## src/rtl/exc_state_pkg.sv

```systemverilog
package exc_state_pkg;

   typedef enum logic [1:0] {
      CMD_SET_BOTH = 2'd0,
      CMD_CLR_EE   = 2'd1,
      CMD_CLR_BOTH = 2'd2,
      CMD_NONE     = 2'd3
   } cmd_sel_e;

   typedef struct packed {
      logic ee;
      logic ri;
   } ctl_bits_t;

   typedef struct packed {
      logic set_ee;
      logic set_ri;
      logic clr_ee;
      logic clr_ri;
   } bit_op_t;

endpackage

```

## src/rtl/exc_cmd_decode.sv

```systemverilog
module exc_cmd_decode
   import exc_state_pkg::*;
(
   input  logic      clk,
   input  logic      rst_n,
   input  logic      cmd_wr_en,
   input  logic      cmd_rd_en,
   input  logic [1:0] cmd_sel,
   output logic      op_vld,
   output bit_op_t   op,
   output logic      trap_q
);

   cmd_sel_e sel;
   logic     sel_hit;

   assign sel     = cmd_sel_e'(cmd_sel);
   assign sel_hit = (sel != CMD_NONE);

   always_comb begin
      op = '0;
      unique case (sel)
         CMD_SET_BOTH: begin op.set_ee = 1'b1; op.set_ri = 1'b1; end
         CMD_CLR_EE:   begin op.clr_ee = 1'b1; end
         CMD_CLR_BOTH: begin op.clr_ee = 1'b1; op.clr_ri = 1'b1; end
         default:      op = '0;
      endcase
   end

   assign op_vld = cmd_wr_en && sel_hit;

   always_ff @(posedge clk or negedge rst_n) begin
      if (!rst_n) trap_q <= 1'b0;
      else        trap_q <= cmd_rd_en && sel_hit;
   end

endmodule

```

## src/rtl/exc_state_regs.sv

```systemverilog
module exc_state_regs
   import exc_state_pkg::*;
#(
   parameter int XBITS = 2
) (
   input  logic             clk,
   input  logic             rst_n,
   input  logic             take,
   input  logic             rfi,
   input  logic             mwr,
   input  ctl_bits_t        mwr_bits,
   input  logic [XBITS-1:0] mwr_x,
   input  logic             op_vld,
   input  bit_op_t          op,
   output ctl_bits_t        live,
   output logic [XBITS-1:0] live_x,
   output ctl_bits_t        shad,
   output logic [XBITS-1:0] shad_x
);

   ctl_bits_t live_d;

   always_comb begin
      live_d = live;
      if (take) begin
         live_d = '0;
      end else if (rfi) begin
         live_d = shad;
      end else if (mwr) begin
         live_d = mwr_bits;
      end else if (op_vld) begin
         if (op.set_ee) live_d.ee = 1'b1;
         if (op.set_ri) live_d.ri = 1'b1;
         if (op.clr_ee) live_d.ee = 1'b0;
         if (op.clr_ri) live_d.ri = 1'b0;
      end
   end

   always_ff @(posedge clk or negedge rst_n) begin
      if (!rst_n) begin
         live <= '0;
         shad <= '0;
      end else begin
         live <= live_d;
         if (take) shad <= live;
      end
   end

   for (genvar i = 0; i < XBITS; i++) begin : g_xbit
      always_ff @(posedge clk or negedge rst_n) begin
         if (!rst_n) begin
            live_x[i] <= 1'b0;
            shad_x[i] <= 1'b0;
         end else if (take) begin
            shad_x[i] <= live_x[i];
         end else if (rfi) begin
            live_x[i] <= shad_x[i];
         end else if (mwr) begin
            live_x[i] <= mwr_x[i];
         end
      end
   end

endmodule

```

## src/rtl/exc_ret_addr.sv

```systemverilog
module exc_ret_addr #(
   parameter int ADDR_W    = 32,
   parameter bit REDIR_REG = 1'b1
) (
   input  logic              clk,
   input  logic              rst_n,
   input  logic              take,
   input  logic              rfi,
   input  logic [ADDR_W-1:0] ret_pc,
   output logic [ADDR_W-1:0] srr0_q,
   output logic              rd_vld,
   output logic [ADDR_W-1:0] rd_pc
);

   always_ff @(posedge clk or negedge rst_n) begin
      if (!rst_n)    srr0_q <= '0;
      else if (take) srr0_q <= ret_pc;
   end

   if (REDIR_REG) begin : g_reg
      always_ff @(posedge clk or negedge rst_n) begin
         if (!rst_n) begin
            rd_vld <= 1'b0;
            rd_pc  <= '0;
         end else begin
            rd_vld <= rfi && !take;
            rd_pc  <= srr0_q;
         end
      end
   end else begin : g_comb
      assign rd_vld = rfi && !take;
      assign rd_pc  = srr0_q;
   end

endmodule

```

## src/rtl/exc_state_ctl.sv

```systemverilog
module exc_state_ctl
   import exc_state_pkg::*;
#(
   parameter int ADDR_W    = 32,
   parameter int XBITS     = 2,
   parameter int DATA_W    = 32,
   parameter bit REDIR_REG = 1'b1
) (
   input  logic              clk,
   input  logic              rst_n,
   input  logic              exc_take,
   input  logic [ADDR_W-1:0] exc_ret_pc,
   input  logic              rfi_req,
   input  logic              msr_wr_en,
   input  logic              msr_wr_ee,
   input  logic              msr_wr_ri,
   input  logic [XBITS-1:0]  msr_wr_xbits,
   input  logic              cmd_wr_en,
   input  logic              cmd_rd_en,
   input  logic [1:0]        cmd_sel,
   input  logic [DATA_W-1:0] cmd_wdata,
   output logic              msr_ee,
   output logic              msr_ri,
   output logic [XBITS-1:0]  msr_xbits,
   output logic              srr1_ee,
   output logic              srr1_ri,
   output logic [XBITS-1:0]  srr1_xbits,
   output logic [ADDR_W-1:0] srr0_pc,
   output logic              redir_vld,
   output logic [ADDR_W-1:0] redir_pc,
   output logic              emul_trap
);

   initial begin
      if (ADDR_W < 2)  $fatal(1, "exc_state_ctl: ADDR_W must be at least 2");
      if (XBITS < 1)   $fatal(1, "exc_state_ctl: XBITS must be at least 1");
      if (DATA_W < 1)  $fatal(1, "exc_state_ctl: DATA_W must be at least 1");
   end

   logic      unused_wdata;
   logic      op_vld;
   bit_op_t   op;
   ctl_bits_t live, shad, mwr_bits;

   assign unused_wdata = ^cmd_wdata;
   assign mwr_bits     = '{ee: msr_wr_ee, ri: msr_wr_ri};

   exc_cmd_decode u_dec (
      .clk       (clk),
      .rst_n     (rst_n),
      .cmd_wr_en (cmd_wr_en),
      .cmd_rd_en (cmd_rd_en),
      .cmd_sel   (cmd_sel),
      .op_vld    (op_vld),
      .op        (op),
      .trap_q    (emul_trap)
   );

   exc_state_regs #(.XBITS(XBITS)) u_regs (
      .clk      (clk),
      .rst_n    (rst_n),
      .take     (exc_take),
      .rfi      (rfi_req),
      .mwr      (msr_wr_en),
      .mwr_bits (mwr_bits),
      .mwr_x    (msr_wr_xbits),
      .op_vld   (op_vld),
      .op       (op),
      .live     (live),
      .live_x   (msr_xbits),
      .shad     (shad),
      .shad_x   (srr1_xbits)
   );

   exc_ret_addr #(.ADDR_W(ADDR_W), .REDIR_REG(REDIR_REG)) u_ret (
      .clk    (clk),
      .rst_n  (rst_n),
      .take   (exc_take),
      .rfi    (rfi_req),
      .ret_pc (exc_ret_pc),
      .srr0_q (srr0_pc),
      .rd_vld (redir_vld),
      .rd_pc  (redir_pc)
   );

   assign msr_ee  = live.ee;
   assign msr_ri  = live.ri;
   assign srr1_ee = shad.ee;
   assign srr1_ri = shad.ri;

endmodule

```

## config.mk

```make
export PLATFORM = sky130hd
export DESIGN_NAME = exc_state_ctl
export DESIGN_NICKNAME = d
export VERILOG_FILES = /design/src/rtl/exc_state_pkg.sv /design/src/rtl/exc_cmd_decode.sv /design/src/rtl/exc_state_regs.sv /design/src/rtl/exc_ret_addr.sv /design/src/rtl/exc_state_ctl.sv
export SDC_FILE = /design/constraint.sdc
export NUM_CORES = 1
export LEC_CHECK = 0
export BUFFER_PORTS_ARGS = -buffer_cell sky130_fd_sc_hd__buf_2
export CORE_ASPECT_RATIO = 1.5
export CORE_MARGIN = 3
export CORE_UTILIZATION = 43
export DETAILED_ROUTE_END_ITERATION = 16
export PLACE_DENSITY = 0.79
export SKIP_CTS_REPAIR_TIMING = 1
export SLEW_MARGIN = 40
export SYNTH_ARGS = -nofsm -noshare
export SYNTH_HDL_FRONTEND = slang
export SYNTH_SLANG_ARGS = --single-unit
```

## constraint.sdc

```tcl
create_clock -name clk -period 1.3 [get_ports clk]
set_clock_uncertainty 0.1 [all_clocks]
set_input_delay 0.195 -clock clk [delete_from_list [all_inputs] [get_ports clk]]
set_output_delay 0.195 -clock clk [all_outputs]
set_load 0.005 [all_outputs]
```

==> metrics.md <==
| Metric | Value |
|---|---|
| CP cell instances | `buf_2` |
| Area contributors post-synth | `dfrtp_1, mux2_2, buf_4` |
| Leakage | `1.92 nW` |
| Synthesized area per cell | `between 15 and 20 um2` |
| Seq/Total Area, Yosys | `0.725` |
| Largest net degree at the start of global routing | `between 70 and 80` |
| Most common cell after layout, fill and taps aside | `buf_2` |
| DRC violation count after routing | `0` |
| Routed Antenna Nets | `0` |
| First-pass GRT wire length | `8020 um` |
| Routability cong. | `a little over 0.7` |
| Dominant cell type by area after synthesis | `dfrtp_1` |
| Drt first pass iters | `4` |
| GRT Max-Usage Layer | `met2` |
| TritonCTS buffer count | `9` |
| Final count of hold timing violations | `0` |
| Setup Viol. Count Final | `0` |
| Row cnt | `33` |
| CTS tree | `yes` |
| Met3 GRT Util | `0.0459` |
| R2R cell count | `3` |
| Worst Tran Pin Value | `0.376 ns` |
| Starting Density | `0.455` |
| Status | `finished, final reports clean` |
| Setup_tns | `0 ns` |
| Headroom to the max-slew limit | `0.749` |
| CP endpoint kind | `output port` |
| Worst hold stages | `2` |
| Met2 Resource Use GR | `0.269` |
| Power per cell area | `about 1400 nW/um2` |
| Most frequent cells in the layout | `buf_2, dfrtp_1, mux2_2` |
| Critical Path RT | `1.00 ns` |
| Die ar. | `6920 um2` |
| Num Clock Sinks | `74` |
| Max Cap Viol | `0` |
| IO buf count | `118` |
| Root Driver | `clkbuf_8` |
| Pins over their slew limit | `0` |
| Num ports | `roughly 150` |
| Peak VDD IR | `about 0.0009 V` |
| Clk pin slew, worst setup/hold paths | `about 0.070 ns` |
| Core area | `~5600 um2` |
| Post-DP HPWL | `between 3000 and 4000 um` |
| CP delay by family, top | `flip-flops` |
| CP peak stage delay | `0.41 ns` |
| Detailed Route WL | `5670 um` |
| Hold Crit Class | `primary input to flip-flop` |
| Nets | `a little under 400` |
| GRT Total Usage | `0.160` |
| Synthesized flop and latch total | `between 70 and 80` |
| Fillers | `roughly 430` |
| RSZ-0062 raised after global routing | `false` |
| Mapped Nets | `about 230` |
| Bufs and invs on worst path | `1` |
| Synthesized instance count | `152` |
| Share of layout cells above drive strength 1 | `0.557` |
| Slowest CP cell | `dfrtp_1` |
| Skew-Pair Late Insertion Delay | `0.33 ns` |
| Worst Setup Start Kind | `flip-flop` |
| Max FO, Critical Path | `4` |
| Met1 Usage GRT | `0.183` |
| Post-DR vias/cell | `approximately 4.6` |
| Synth cell types | `21` |
| Synth warn | `0` |
| DRT iter0 DRCs | `81` |
| Die Span Y | `100 um` |
| Initial antenna violation count | `0` |
| WP depth | `1` |
| Pwr Total | `5.55 mW` |
| Crit Path Class | `flip-flop to output port` |
| Vias in the first global route | `between 1500 and 2000` |
| Syn-to-layout area delta | `50.0%` |
| Avg WL per Cell | `14.7 um` |
| Via count | `roughly 1800` |
| Minimum clock period after layout | `between 1 and 1.5 ns` |
| Chip width | `just under 70 um` |
| Critical Path AT | `roughly 0.88 ns` |
| Final period util | `0.906` |
| GRT overflow | `0` |
| Max Freq | `roughly 850 MHz` |
| Diode count | `0` |
| Top cell type's share of synthesized area | `0.725` |
| CTS max path bufs | `2` |
| Netlist Area Pre-Place | `roughly 2600 um2` |
| Synth async-reset ratio | `1.00` |
| Number of synthesized flops with an enable pin | `0` |
| H-tree Lvls | `3` |
| Main synth FF type | `dfrtp_1` |
final cells by class:
class                   count  area (um2)  share of cell area
clock buffers              11         151              0.0395
inverters                   4        15.0             0.00392
clock inverters             5         100              0.0261
repair buffers            155         988               0.258
multi-input cells          67         637               0.166
well taps                  70        87.6              0.0229
flip-flops and latches     74        1850               0.483
cell usage after synthesis (2+ instances only):
| master | count |
|---|---|
| o2111ai_1 | 2 |
| o21a_1 | 2 |
| a21o_1 | 2 |
| dfrtp_1 | 74 |
| a211oi_1 | 2 |
| a2bb2oi_1 | 2 |
| o41ai_2 | 2 |
| nor2_1 | 5 |
| nand2_1 | 2 |
| inv_1 | 4 |
| nor2b_1 | 4 |
| mux2_2 | 34 |
| o21ai_0 | 2 |
| buf_4 | 6 |
| ha_1 | 3 |
power by group:
| part | switching [mW] | internal [mW] |
|---|---|---|
| clock network | 0.779 | 1.37 |
| logic | 0.305 | 0.426 |
| registers | 0.126 | 2.54 |
| total | 1.21 | 4.34 |
per-layer routing:
layer  wire length, um  up-vias
met5                 0        -
met4                57        0
met3               303        4
met2              3210       69
met1              2100      866
li1                  -      846
stage by stage:
stage | instance area (um2) | hold WS (ns) | setup WS (ns) | instances | util
floorplan | 2550 | -0.201 | 0.0953 | 152 | -
global route | 3830 | 0.00397 | 0.0761 | 386 | 0.682
detailed placement | 3250 | 0.163 | -0.111 | 337 | 0.579
finish | 3830 | 0.0216 | 0.122 | 386 | 0.682
CTS | 3500 | -0.214 | 0.0988 | 353 | 0.623
global placement | 3250 | 0.143 | -0.0508 | 337 | 0.579
state kept, by name, summed over array words and instances (netlist names):
signal	cells
u_dec.trap_q	1
u_regs.live_x	2
u_regs.live	2
u_regs.shad	2
u_ret.rd_vld	1
u_ret.rd_pc	32
u_ret.srr0_q	32
u_regs.shad_x	2
worst register-to-register path: stages (launching register included):
cell and delay [ns]:
dfrtp_1 0.40, and2_1 0.18, a31oi_1 0.13, o21ai_0 0.09
worst paths after layout:
kind | startpoint | end | slack, ns
max in group asynchronous | rst_n | u_ret.rd_pc[9]$_DFF_PN0_ | 0.48
worst min register to register | u_ret.srr0_q[4]$_DFFE_PN0P_ | u_ret.rd_pc[4]$_DFF_PN0_ | 0.29
worst max-delay path | u_regs.live_x[1]$_DFFE_PN0P_ | msr_xbits[1] | 0.12
worst min-delay path | exc_ret_pc[30] | u_ret.srr0_q[30]$_DFFE_PN0P_ | 0.02
min in group asynchronous | rst_n | u_ret.srr0_q[3]$_DFFE_PN0P_ | 0.31
worst max register to register | u_regs.live_x[0]$_DFFE_PN0P_ | u_regs.live_x[0]$_DFFE_PN0P_ | 0.29
logic make-up (layout without fill, tap and decap cells):
kind of cell	count (synthesis)	count (layout)	share of synthesized area
buffers and inverters	11	175	0.0255
adders and majority gates	3	3	0.0147
DFF	74	74	0.725
muxes	34	34	0.150
and+or+nand+nor	14	14	0.0314
AOI/OAI and AO/OA	16	16	0.0534
Power figures use the tool's default switching activity.
